$ cat src/rtl/tdm_port_pkg.sv
package tdm_port_pkg;
  localparam int WORD_MAX = 32;
  localparam int LANES    = 2;
  localparam int WLM1_W   = $clog2(WORD_MAX);

  // per-cycle commands from the sequencer to each pin datapath
  typedef struct packed {
    logic              run;
    logic              load;     // first bit of an active slot begins
    logic              idle;     // an inactive slot begins
    logic              shift;    // next bit inside an active slot
    logic              sample;   // rising serial edge inside an active slot
    logic              wordEnd;  // rising edge on the last bit of the word
    logic [WLM1_W-1:0] wlM1;
  } strobe_t;
endpackage

$ cat src/rtl/tdm_port_ctrl.sv
module tdm_port_ctrl
  import tdm_port_pkg::*;
#(
  parameter int MAX_SLOTS = 128,
  parameter int DIV_W     = 8,
  localparam int SLOT_W   = $clog2(MAX_SLOTS)
) (
  input  logic                 clk,
  input  logic                 rstN,
  input  logic                 enable,
  input  logic                 tdmMode,
  input  logic [5:0]           wordLen,
  input  logic [SLOT_W-1:0]    slotsM1,
  input  logic [DIV_W-1:0]     clkDivHalf,
  input  logic [MAX_SLOTS-1:0] slotMask,
  output logic                 serClk,
  output logic                 frameSync,
  output strobe_t              strb
);
  logic run, cfgTdm, sclkR, fsR, leadIn, curActive;
  logic [WLM1_W-1:0] cfgWlM1, bitIdx, nextBit;
  logic [SLOT_W-1:0] cfgSlotsM1, slotIdx, nextSlot, lastSlot;
  logic [DIV_W-1:0]  cfgDiv, divCnt, divClamp;
  logic [5:0]        wlClamp;
  logic tick, fallTick, riseTick, wordDone, slotStart, nextActive, nextIsFrameEnd;

  always_comb begin
    wlClamp  = (wordLen < 6'd8) ? 6'd8 : ((wordLen > 6'd32) ? 6'd32 : wordLen);
    divClamp = (clkDivHalf < DIV_W'(2)) ? DIV_W'(2) : clkDivHalf;
    tick     = run && (divCnt == cfgDiv - 1'b1);
    fallTick = tick && sclkR;
    riseTick = tick && !sclkR;
    lastSlot = cfgTdm ? cfgSlotsM1 : '0;
    wordDone = (bitIdx == cfgWlM1);
    slotStart = fallTick && (leadIn || wordDone);
    if (leadIn)        nextSlot = '0;
    else if (wordDone) nextSlot = (slotIdx == lastSlot) ? '0 : slotIdx + 1'b1;
    else               nextSlot = slotIdx;
    nextBit        = (leadIn || wordDone) ? '0 : bitIdx + 1'b1;
    nextActive     = !cfgTdm || slotMask[nextSlot];
    nextIsFrameEnd = (nextSlot == lastSlot) && (nextBit == cfgWlM1);

    strb.run     = run;
    strb.load    = slotStart && nextActive;
    strb.idle    = slotStart && !nextActive;
    strb.shift   = fallTick && !slotStart && curActive;
    strb.sample  = riseTick && curActive && !leadIn;
    strb.wordEnd = riseTick && curActive && !leadIn && wordDone;
    strb.wlM1    = cfgWlM1;
  end

  always_ff @(posedge clk or negedge rstN) begin
    if (!rstN) begin
      run <= 1'b0; cfgTdm <= 1'b0; sclkR <= 1'b0; fsR <= 1'b0;
      leadIn <= 1'b0; curActive <= 1'b0; cfgWlM1 <= '0; bitIdx <= '0;
      cfgSlotsM1 <= '0; slotIdx <= '0; cfgDiv <= DIV_W'(2); divCnt <= '0;
    end else if (!enable) begin
      run <= 1'b0; sclkR <= 1'b0; fsR <= 1'b0;
      leadIn <= 1'b0; curActive <= 1'b0; divCnt <= '0;
    end else if (!run) begin
      run        <= 1'b1;
      cfgTdm     <= tdmMode;
      cfgWlM1    <= WLM1_W'(wlClamp - 6'd1);
      cfgSlotsM1 <= slotsM1;
      cfgDiv     <= divClamp;
      divCnt     <= '0;
      sclkR      <= 1'b0;
      fsR        <= 1'b1;
      leadIn     <= 1'b1;
      bitIdx     <= '0;
      slotIdx    <= '0;
      curActive  <= 1'b0;
    end else begin
      divCnt <= tick ? '0 : divCnt + 1'b1;
      if (tick) sclkR <= !sclkR;
      if (fallTick) begin
        leadIn    <= 1'b0;
        bitIdx    <= nextBit;
        slotIdx   <= nextSlot;
        fsR       <= nextIsFrameEnd;
        curActive <= nextActive;
      end
    end
  end

  assign serClk    = sclkR;
  assign frameSync = fsR;


  fs_one_bit_chk: assert property (@(posedge clk) disable iff (!rstN)
    (fallTick && fsR) |=> !fsR);

  sclk_hold_chk: assert property (@(posedge clk) disable iff (!rstN)
    (run && enable && !tick) |=> $stable(sclkR));

  div_min_chk: assert property (@(posedge clk) disable iff (!rstN)
    run |-> (cfgDiv >= DIV_W'(2) && divCnt < cfgDiv));

  cfg_lock_chk: assert property (@(posedge clk) disable iff (!rstN)
    (run && enable) |=> ($stable(cfgDiv) && $stable(cfgSlotsM1) && $stable(cfgWlM1) && $stable(cfgTdm)));
endmodule

$ cat src/rtl/tdm_port_lane.sv
module tdm_port_lane
  import tdm_port_pkg::*;
(
  input  logic                clk,
  input  logic                rstN,
  input  strobe_t             strb,
  input  logic                isTx,
  input  logic                dataIn,
  input  logic [WORD_MAX-1:0] txWord,
  input  logic                txValid,
  output logic                txReady,
  output logic                dataOut,
  output logic                dataOe,
  output logic [WORD_MAX-1:0] rxWord,
  output logic                rxValid,
  input  logic                rxReady,
  output logic                txUnder,
  output logic                rxOver
);
  logic dirR;
  logic [WORD_MAX-1:0] txSh, rxSh, alignedTx, rxMask, rxNext;

  assign txReady = strb.load && dirR;
  assign dataOut = txSh[WORD_MAX-1];

  always_comb begin
    alignedTx = txWord << (WLM1_W'(WORD_MAX - 1) - strb.wlM1);
    rxMask    = {WORD_MAX{1'b1}} >> (WLM1_W'(WORD_MAX - 1) - strb.wlM1);
    rxNext    = {rxSh[WORD_MAX-2:0], dataIn} & rxMask;
  end

  always_ff @(posedge clk or negedge rstN) begin
    if (!rstN) begin
      dirR <= 1'b0; dataOe <= 1'b0; txSh <= '0; rxSh <= '0;
      rxWord <= '0; rxValid <= 1'b0; txUnder <= 1'b0; rxOver <= 1'b0;
    end else if (!strb.run) begin
      dirR <= isTx; dataOe <= 1'b0; txSh <= '0;
      rxValid <= 1'b0; txUnder <= 1'b0; rxOver <= 1'b0;
    end else begin
      if (dirR) begin
        if (strb.load) begin
          txSh   <= txValid ? alignedTx : '0;
          dataOe <= 1'b1;
          if (!txValid) txUnder <= 1'b1;
        end else if (strb.idle) begin
          dataOe <= 1'b0;
        end else if (strb.shift) begin
          txSh <= txSh << 1;
        end
      end
      if (!dirR && strb.sample) rxSh <= {rxSh[WORD_MAX-2:0], dataIn};
      if (!dirR && strb.wordEnd) begin
        if (rxValid && !rxReady) rxOver <= 1'b1;
        else begin
          rxWord  <= rxNext;
          rxValid <= 1'b1;
        end
      end else if (rxValid && rxReady) begin
        rxValid <= 1'b0;
      end
    end
  end


  rx_hold_chk: assert property (@(posedge clk) disable iff (!rstN)
    (strb.run && rxValid && !rxReady) |=> (rxValid && $stable(rxWord)));

  over_sticky_chk: assert property (@(posedge clk) disable iff (!rstN)
    (strb.run && rxOver) |=> rxOver);

  under_sticky_chk: assert property (@(posedge clk) disable iff (!rstN)
    (strb.run && txUnder) |=> txUnder);

  rx_pin_quiet_chk: assert property (@(posedge clk) disable iff (!rstN)
    (strb.run && !dirR) |-> !dataOe);

  idle_slot_off_chk: assert property (@(posedge clk) disable iff (!rstN)
    (strb.run && strb.idle) |=> !dataOe);
endmodule

$ cat src/rtl/tdm_serial_port.sv
module tdm_serial_port
  import tdm_port_pkg::*;
#(
  parameter int MAX_SLOTS = 128,
  parameter int DIV_W     = 8,
  localparam int SLOT_W   = $clog2(MAX_SLOTS)
) (
  input  logic                             clk,
  input  logic                             rstN,
  input  logic                             enable,
  input  logic                             tdmMode,
  input  logic [5:0]                       wordLen,
  input  logic [SLOT_W-1:0]                slotsM1,
  input  logic [DIV_W-1:0]                 clkDivHalf,
  input  logic [MAX_SLOTS-1:0]             slotMask,
  input  logic [LANES-1:0]                 pinDir,
  output logic                             serClkO,
  output logic                             frameSync,
  output logic [LANES-1:0]                 dataO,
  output logic [LANES-1:0]                 dataOe,
  input  logic [LANES-1:0]                 dataI,
  input  logic [LANES-1:0][WORD_MAX-1:0]   txWord,
  input  logic [LANES-1:0]                 txValid,
  output logic [LANES-1:0]                 txReady,
  output logic [LANES-1:0][WORD_MAX-1:0]   rxWord,
  output logic [LANES-1:0]                 rxValid,
  input  logic [LANES-1:0]                 rxReady,
  output logic [LANES-1:0]                 txUnder,
  output logic [LANES-1:0]                 rxOver
);
  strobe_t strb;

  tdm_port_ctrl #(.MAX_SLOTS(MAX_SLOTS), .DIV_W(DIV_W)) u_ctrl (
    .clk(clk), .rstN(rstN), .enable(enable), .tdmMode(tdmMode),
    .wordLen(wordLen), .slotsM1(slotsM1), .clkDivHalf(clkDivHalf),
    .slotMask(slotMask), .serClk(serClkO), .frameSync(frameSync), .strb(strb)
  );

  for (genvar g = 0; g < LANES; g++) begin : gLane
    tdm_port_lane u_lane (
      .clk(clk), .rstN(rstN), .strb(strb), .isTx(pinDir[g]), .dataIn(dataI[g]),
      .txWord(txWord[g]), .txValid(txValid[g]), .txReady(txReady[g]),
      .dataOut(dataO[g]), .dataOe(dataOe[g]), .rxWord(rxWord[g]),
      .rxValid(rxValid[g]), .rxReady(rxReady[g]),
      .txUnder(txUnder[g]), .rxOver(rxOver[g])
    );
  end
endmodule

$ cat config.mk
export PLATFORM = sky130hd
export DESIGN_NAME = tdm_serial_port
export DESIGN_NICKNAME = d
export VERILOG_FILES = /design/src/rtl/tdm_port_pkg.sv /design/src/rtl/tdm_port_ctrl.sv /design/src/rtl/tdm_port_lane.sv /design/src/rtl/tdm_serial_port.sv
export SDC_FILE = /design/constraint.sdc
export NUM_CORES = 1
export LEC_CHECK = 0
export BUFFER_PORTS_ARGS = -buffer_cell sky130_fd_sc_hd__buf_2
export CAP_MARGIN = 20
export CORE_ASPECT_RATIO = 1.1
export CORE_MARGIN = 5
export CORE_UTILIZATION = 57
export CTS_CLUSTER_SIZE = 25
export DETAILED_ROUTE_END_ITERATION = 7
export PLACE_DENSITY = 0.86
export SLEW_MARGIN = 20
export SYNTH_ARGS = -nofsm -noshare
export SYNTH_HDL_FRONTEND = slang
export SYNTH_SLANG_ARGS = --single-unit
$ cat constraint.sdc
create_clock -name clk -period 5.4 [get_ports clk]
set_clock_uncertainty 0.05 [all_clocks]
set_input_delay 0.54 -clock clk [delete_from_list [all_inputs] [get_ports clk]]
set_output_delay 0.54 -clock clk [all_outputs]
set_load 0.01 [all_outputs]
Word-level counts from Yosys, hierarchy flattened --
Cells that the tools add are included.
Word-level totals: input bits 225, flip-flop bits (word level) 246, word-level logic and storage cells 189, output and inout bits 78
Cells by class: magnitude comparators 4, bitwise gates (word level) 5, add/sub/neg operators 6, eq/ne operators 24, shift-type cells 3, reduce and logical (&&, ||, !) cells 49, muxes and demuxes 70
Operator list (number):
- 32-bit two-way mux | 12
- 32-bit AND | 2
- 32-bit by 5-bit << shifter with 32-bit output | 2
- 1-bit two-way mux | 42
- 7-bit two-way mux | 6
- 8-bit two-way mux | 4
- 32-bit by 5-bit right shift with 32-bit output, first input constant | 1
- 5-bit two-way mux | 5
- 1-bit logical AND | 22
- 2-bit AND reduction | 10
- 3-bit AND reduction | 6
- 7-bit == test | 2
- 2-bit by 1-bit != test with 1-bit output, second input constant | 7
- 3-bit by 1-bit != test with 1-bit output, second input constant | 4
- 3-bit != test, second input constant | 4
- 5-bit == test | 2
- 1-bit zero test | 9
- 8-bit by 1-bit adder with 8-bit output, second input constant | 1
- 8-bit == test | 1
- 7-bit by 8-bit less-than comparator with 1-bit output, second input constant | 1
- 8-bit by 2-bit less-than comparator with 1-bit output, second input constant | 1
- 8-bit by 1-bit subtractor with 8-bit output, second input constant | 1
- 7-bit by 1-bit adder with 7-bit output, second input constant | 1
- 1-bit binary-select mux with 7-bit select | 1
- other kinds (9) | 14

Depth between registers and ports, before layout --
depth in word-level cells 14, gate-level depth with buffers 19, depth with buffers taken out 14

Hierarchy --
Synthesis repeated with hierarchy kept, for this count alone.
Second synthesis, totals: cells, all modules 1854, area total of the unflattened synthesis 17035.1 µm²
Modules (own cells, without submodules):
- tdm_port_lane | cells each 595, times used 2, seq. area each 2502.4 µm², area each 6025.8 µm²
- tdm_port_ctrl | cells each 664, times used 1, seq. area each 1152.4 µm², area each 4983.5 µm²

Worst setup path after synthesis --
Ideal clock, no wire load.
path type flip-flop to output port, start point register u_ctrl.cfgWlM1[4], end point output port txReady[0], slack 1.329 ns, data required time 4.810 ns, cell stages (with the launch flop) 18, data arrival time 3.481 ns, path buffers 5, cells stage by stage dfrtp_1 buf_6 xor2_1 nor2_1 buf_2 a21oi_2 nor2_1 buf_6 mux2_2 a221o_1 o22ai_1 nor3_1 o32ai_2 a221oi_2 buf_4 nand2_1 inv_1 buf_4
Between the ends: word-level cells in the longest chain between the ends 8, elaborated cells between the ends (all ways) 10, those cells by class 1 x eq/ne; 4 x mux; 5 x reduce/logical
RTL lines:
- start, declared | RTL line tdm_port_ctrl.sv:21 | logic [WLM1_W-1:0] cfgWlM1, bitIdx, nextBit;
- start signal, assigned | RTL line tdm_port_ctrl.sv:63 | cfgWlM1 <= WLM1_W'(wlClamp - 6'd1);
- 5-bit == test * | RTL line tdm_port_ctrl.sv:34 | wordDone = (bitIdx == cfgWlM1);
- 7-bit two-way mux | RTL line tdm_port_ctrl.sv:37 | else if (wordDone) nextSlot = (slotIdx == lastSlot) ? '0 : slotIdx + 1'b1;
- 7-bit two-way mux | RTL line tdm_port_ctrl.sv:36 | if (leadIn) nextSlot = '0;
- 1-bit binary-select mux with 7-bit select | RTL line tdm_port_ctrl.sv:40 | nextActive = !cfgTdm || slotMask[nextSlot];
- 1-bit two-way mux (implied by the code) | RTL line tdm_port_ctrl.sv:40
- 1-bit logical OR | RTL line tdm_port_ctrl.sv:40
- 1-bit logical AND * | RTL line tdm_port_ctrl.sv:44 | strb.load = slotStart && nextActive;
- 1-bit logical AND * | RTL line tdm_port_lane.sv:23 | assign txReady = strb.load && dirR;
- end, declared | RTL line tdm_serial_port.sv:24 | output logic [LANES-1:0] txReady,
Mark *: on every way between the ends. The rest lies on a longest branch, timed or not. The select of a mux whose other input is x is not followed.

Worst setup path after layout --
start point register u_ctrl.bitIdx[3], end point output port txReady[1]
Between the ends: word-level cells in the longest chain between the ends 8, elaborated cells between the ends (all ways) 10, those cells by class 1 x eq/ne; 4 x mux; 5 x reduce/logical
RTL lines:
- start, declared | RTL line tdm_port_ctrl.sv:21
- start signal, assigned | RTL line tdm_port_ctrl.sv:78 | bitIdx <= nextBit;
- 5-bit == test * | RTL line tdm_port_ctrl.sv:34
- 7-bit two-way mux | RTL line tdm_port_ctrl.sv:37
- 7-bit two-way mux | RTL line tdm_port_ctrl.sv:36
- 1-bit binary-select mux with 7-bit select | RTL line tdm_port_ctrl.sv:40
- 1-bit two-way mux (implied by the code) | RTL line tdm_port_ctrl.sv:40
- 1-bit logical OR | RTL line tdm_port_ctrl.sv:40
- 1-bit logical AND * | RTL line tdm_port_ctrl.sv:44
- 1-bit logical AND * | RTL line tdm_port_lane.sv:23
Marked as above.

==> run metrics <==
Final Hold Fails 1; CP Launch Type flip-flop; Clock transition at path regs roughly 0.060 ns; vias in the first global route roughly 16000; Post-synth EDFFs 0; ys flop type dfrtp_1; FP Rows 65; synth unique cells 91; Net Count, Synth approximately 2100; hold slack -0.001772 ns; CTS tree done; WP data arrival roughly 4.5 ns; filler instances approximately 2300; total congestion overflow 0; Detail Route Antenna Nets 0; Placer Congestion ~0.99; run status complete, but fails checks; Die ar. roughly 32000 µm²; Iter 0 DRT Violations 1673; Residual DRC 0; vias after detailed routing roughly 16000; Synth top area share 0.3751; hold buffers post-CTS 0; Worst Max-Slew Pin Slew 1.063 ns; Pins Over Slew Limit 0; nets 2286; Max-slew headroom 0.2913; dpl ws 0.3830 ns; Gate Count Post-Synth roughly 1900; CTS Sinks around 250; Die Ht 187.6 µm; static leakage 8.411 nW; Pwr Density 273.6 nW/µm²; PortBufs 302; post-synthesis sequential area ratio 0.3767; CP endpoint kind output port; clock latency at the later pin of the worst-skew pair roughly 0.54 ns; CTS Root Cell clkbuf_16; worst vdd ir 0.2494 mV; per-cell routed wire length approximately 21 µm; mean number of vias per cell between 6 and 7; failing checks negative hold slack; Initial Util 0.5742; syn_area_per_cell 8.779 µm²; share of cells above drive strength 1 0.2728; WL final 52200 µm; mapped cell area around 16000 µm²; fmax just under 200 MHz; largest area contributor in the netlist dfrtp_1; Data required, critical path 4.81 ns; boundary pin count slightly above 300; hold crit path type in2async; setup TNS 0 ns; fin crit share 0.9457; crit path kind reg2out; TritonRoute pass-1 iters 6; Syn. warnings 0; total of max-cap violations 0; Final Setup Violations 0; ys async rst share 1.000; largest fanout on the critical path 30; largest net degree at the start of global routing ~130; post-DP HPWL between 30000 and 40000 µm; global-route wire length before repair slightly above 80000 µm; Worst Slack Setup Final ~0.29 ns; initial antenna violation count 6; CTS Buf Count 27; #FFs+latches synth roughly 250; ranking of synthesized cells by area dfrtp_1, mux2_2, nand2_1; fin util 0.6588; H-tree depth 1; Post-CTS Repair Setup Buffers 0; Area Overhead vs Synth 14.72%; CTS Buffer Depth 3; unrepaired setup endpoints after global routing false; GRT Total Usage 0.3120; Die X 171.5 µm; crit path time final approximately 5.1 ns; Core ar. 28460 µm²; # diodes 0
-- flip-flops by register name (all words and copies together) (netlist names) --
signal / count
gLane.u_lane.rxWord: 64
gLane.u_lane.txSh: 64
gLane.u_lane.rxSh: 62
u_ctrl.cfgDiv: 8
u_ctrl.divCnt: 8
u_ctrl.cfgSlotsM1: 7
u_ctrl.slotIdx: 7
u_ctrl.bitIdx: 5
u_ctrl.cfgWlM1: 5
gLane.u_lane.dataOe: 2
gLane.u_lane.dirR: 2
gLane.u_lane.rxOver: 2
gLane.u_lane.rxValid: 2
gLane.u_lane.txUnder: 2
u_ctrl.cfgTdm: 1
u_ctrl.curActive: 1
u_ctrl.frameSync: 1
u_ctrl.leadIn: 1
u_ctrl.run: 1
u_ctrl.serClk: 1
-- where the power goes --
group	switching, mW	internal, mW	leakage [nW]
Combinational	0.803	0.465	5.04
Sequential	0.0760	1.92	2.94
Clock	0.764	1.11	0.435
Total	1.64	3.49	8.41
-- per-stage QoR --
stage,hold slack (ns),total power [mW],cells,area (µm²)
floorplan,0.1944,2.849,1862,16350
global placement,0.4087,3.224,2395,17840
detailed placement,0.4196,3.250,2395,17840
CTS,0.05245,5.115,2443,18730
global route,0.08731,5.338,2443,18750
finish,-0.001772,5.130,2443,18750
-- layer usage --
metal	global-route usage	vias to the layer above	share of wire
met5	0	-	0.0018
li1	-	7268	-
met2	0.5069	865	0.48
met1	0.4168	7810	0.39
met3	0.05693	165	0.090
met4	0.1164	12	0.038
-- critical path: stages, from the launching register on --
cell and delay (ns):
dfrtp_1 0.45, xnor2_2 0.22, and3_2 0.38, nand2_1 0.23, nor3_2 0.45, buf_4 0.24
nor2_4 0.10, and3_1 0.23, a41oi_1 0.19, o211ai_1 0.12, nand4b_2 0.43, a221oi_4 0.39
buf_4 0.35, buf_2 0.20
-- synthesized netlist by cell type, types with 9 or more instances --
master,count
o21ai_0,163
o2111ai_1,14
o21a_1,10
buf_6,10
mux4_2,14
a221o_1,12
inv_1,22
mux2_2,120
buf_2,24
clkbuf_1,109
dfrtp_1,245
o211ai_1,35
nor4_1,10
and3_1,13
or3_1,12
nor3_1,78
nand2_1,266
a211oi_1,15
a22oi_1,10
mux2i_1,60
a21o_1,10
o22ai_1,10
xnor2_1,15
nor2_1,97
a22o_1,13
buf_4,17
buf_1,11
nor2b_1,13
o31ai_1,15
nand3_1,109
nand4_1,27
a21oi_1,61
or4_1,9
a31oi_1,63
xor2_1,19
a211o_1,9
-- worst paths after layout --
check	start	end	slack, ns	cells after the start
min in group clk	slotsM1[3]	u_ctrl.cfgSlotsM1[3]	0.19	2
max in group asynchronous	rstN	gLane[0].u_lane.rxWord[6]	4.05	2
worst max register to register	u_ctrl.bitIdx[0]	gLane[1].u_lane.txSh[23]	0.56	13
worst min register to register	gLane[1].u_lane.rxWord[17]	gLane[1].u_lane.rxWord[17]	0.43	2
worst min-delay path	rstN	gLane[1].u_lane.txSh[29]	-0.002	1
worst max-delay path	u_ctrl.bitIdx[3]	txReady[1]	0.29	13
-- final cells by class --
cell class / count / area [µm²] / area share
Clock buffer: 35 / 735.7 / 0.03923
Clock inverter: 13 / 156.4 / 0.008341
Inverter: 23 / 86.33 / 0.004604
Multi-Input combinational cell: 1422 / 9343 / 0.4982
Sequential cell: 246 / 6168 / 0.3290
Tap cell: 368 / 460.4 / 0.02455
Timing Repair Buffer: 336 / 1802 / 0.09608
-- layout by cell type (no fill, tap or decap), drive strengths merged, types with 12 or more instances in the layout --
| master | n |
|---|---|
| buf | 336 |
| nand2 | 266 |
| dfrtp | 245 |
| o21ai | 168 |
| mux2 | 125 |
| nand3 | 111 |
| nor2 | 99 |
| nor3 | 82 |
| a31oi | 63 |
| a21oi | 63 |
| mux2i | 60 |
| o211ai | 35 |
| clkbuf | 35 |
| nand4 | 27 |
| inv | 24 |
| xor2 | 19 |
| xnor2 | 18 |
| o31ai | 16 |
| a211oi | 15 |
| o2111ai | 14 |
| mux4 | 14 |
| a22o | 13 |
| and3 | 13 |
| nor2b | 13 |
| a221o | 12 |
| or3 | 12 |
-- kinds of logic (layout without fill, tap and decap cells) --
kind of cell / Yosys count / count (layout) / synth area share
adder cells (fa/ha/maj): 5 / 5 / 0.003827
multiplexers: 199 / 199 / 0.1424
XOR/XNOR: 37 / 37 / 0.02120
flip-flops: 246 / 246 / 0.3767
AO/OA/AOI/OAI: 506 / 506 / 0.2061
buffers and inverters: 194 / 407 / 0.05488
AND/OR/NAND/NOR: 675 / 675 / 0.1949
-- what timing repair did --
item                                    in CTS  in global routing
resized for setup                            0                  5
endpoints found under the hold margin        0                  0
endpoints found under the setup margin       0                 36
No activity file was read; power rests on OpenSTA's default activity.
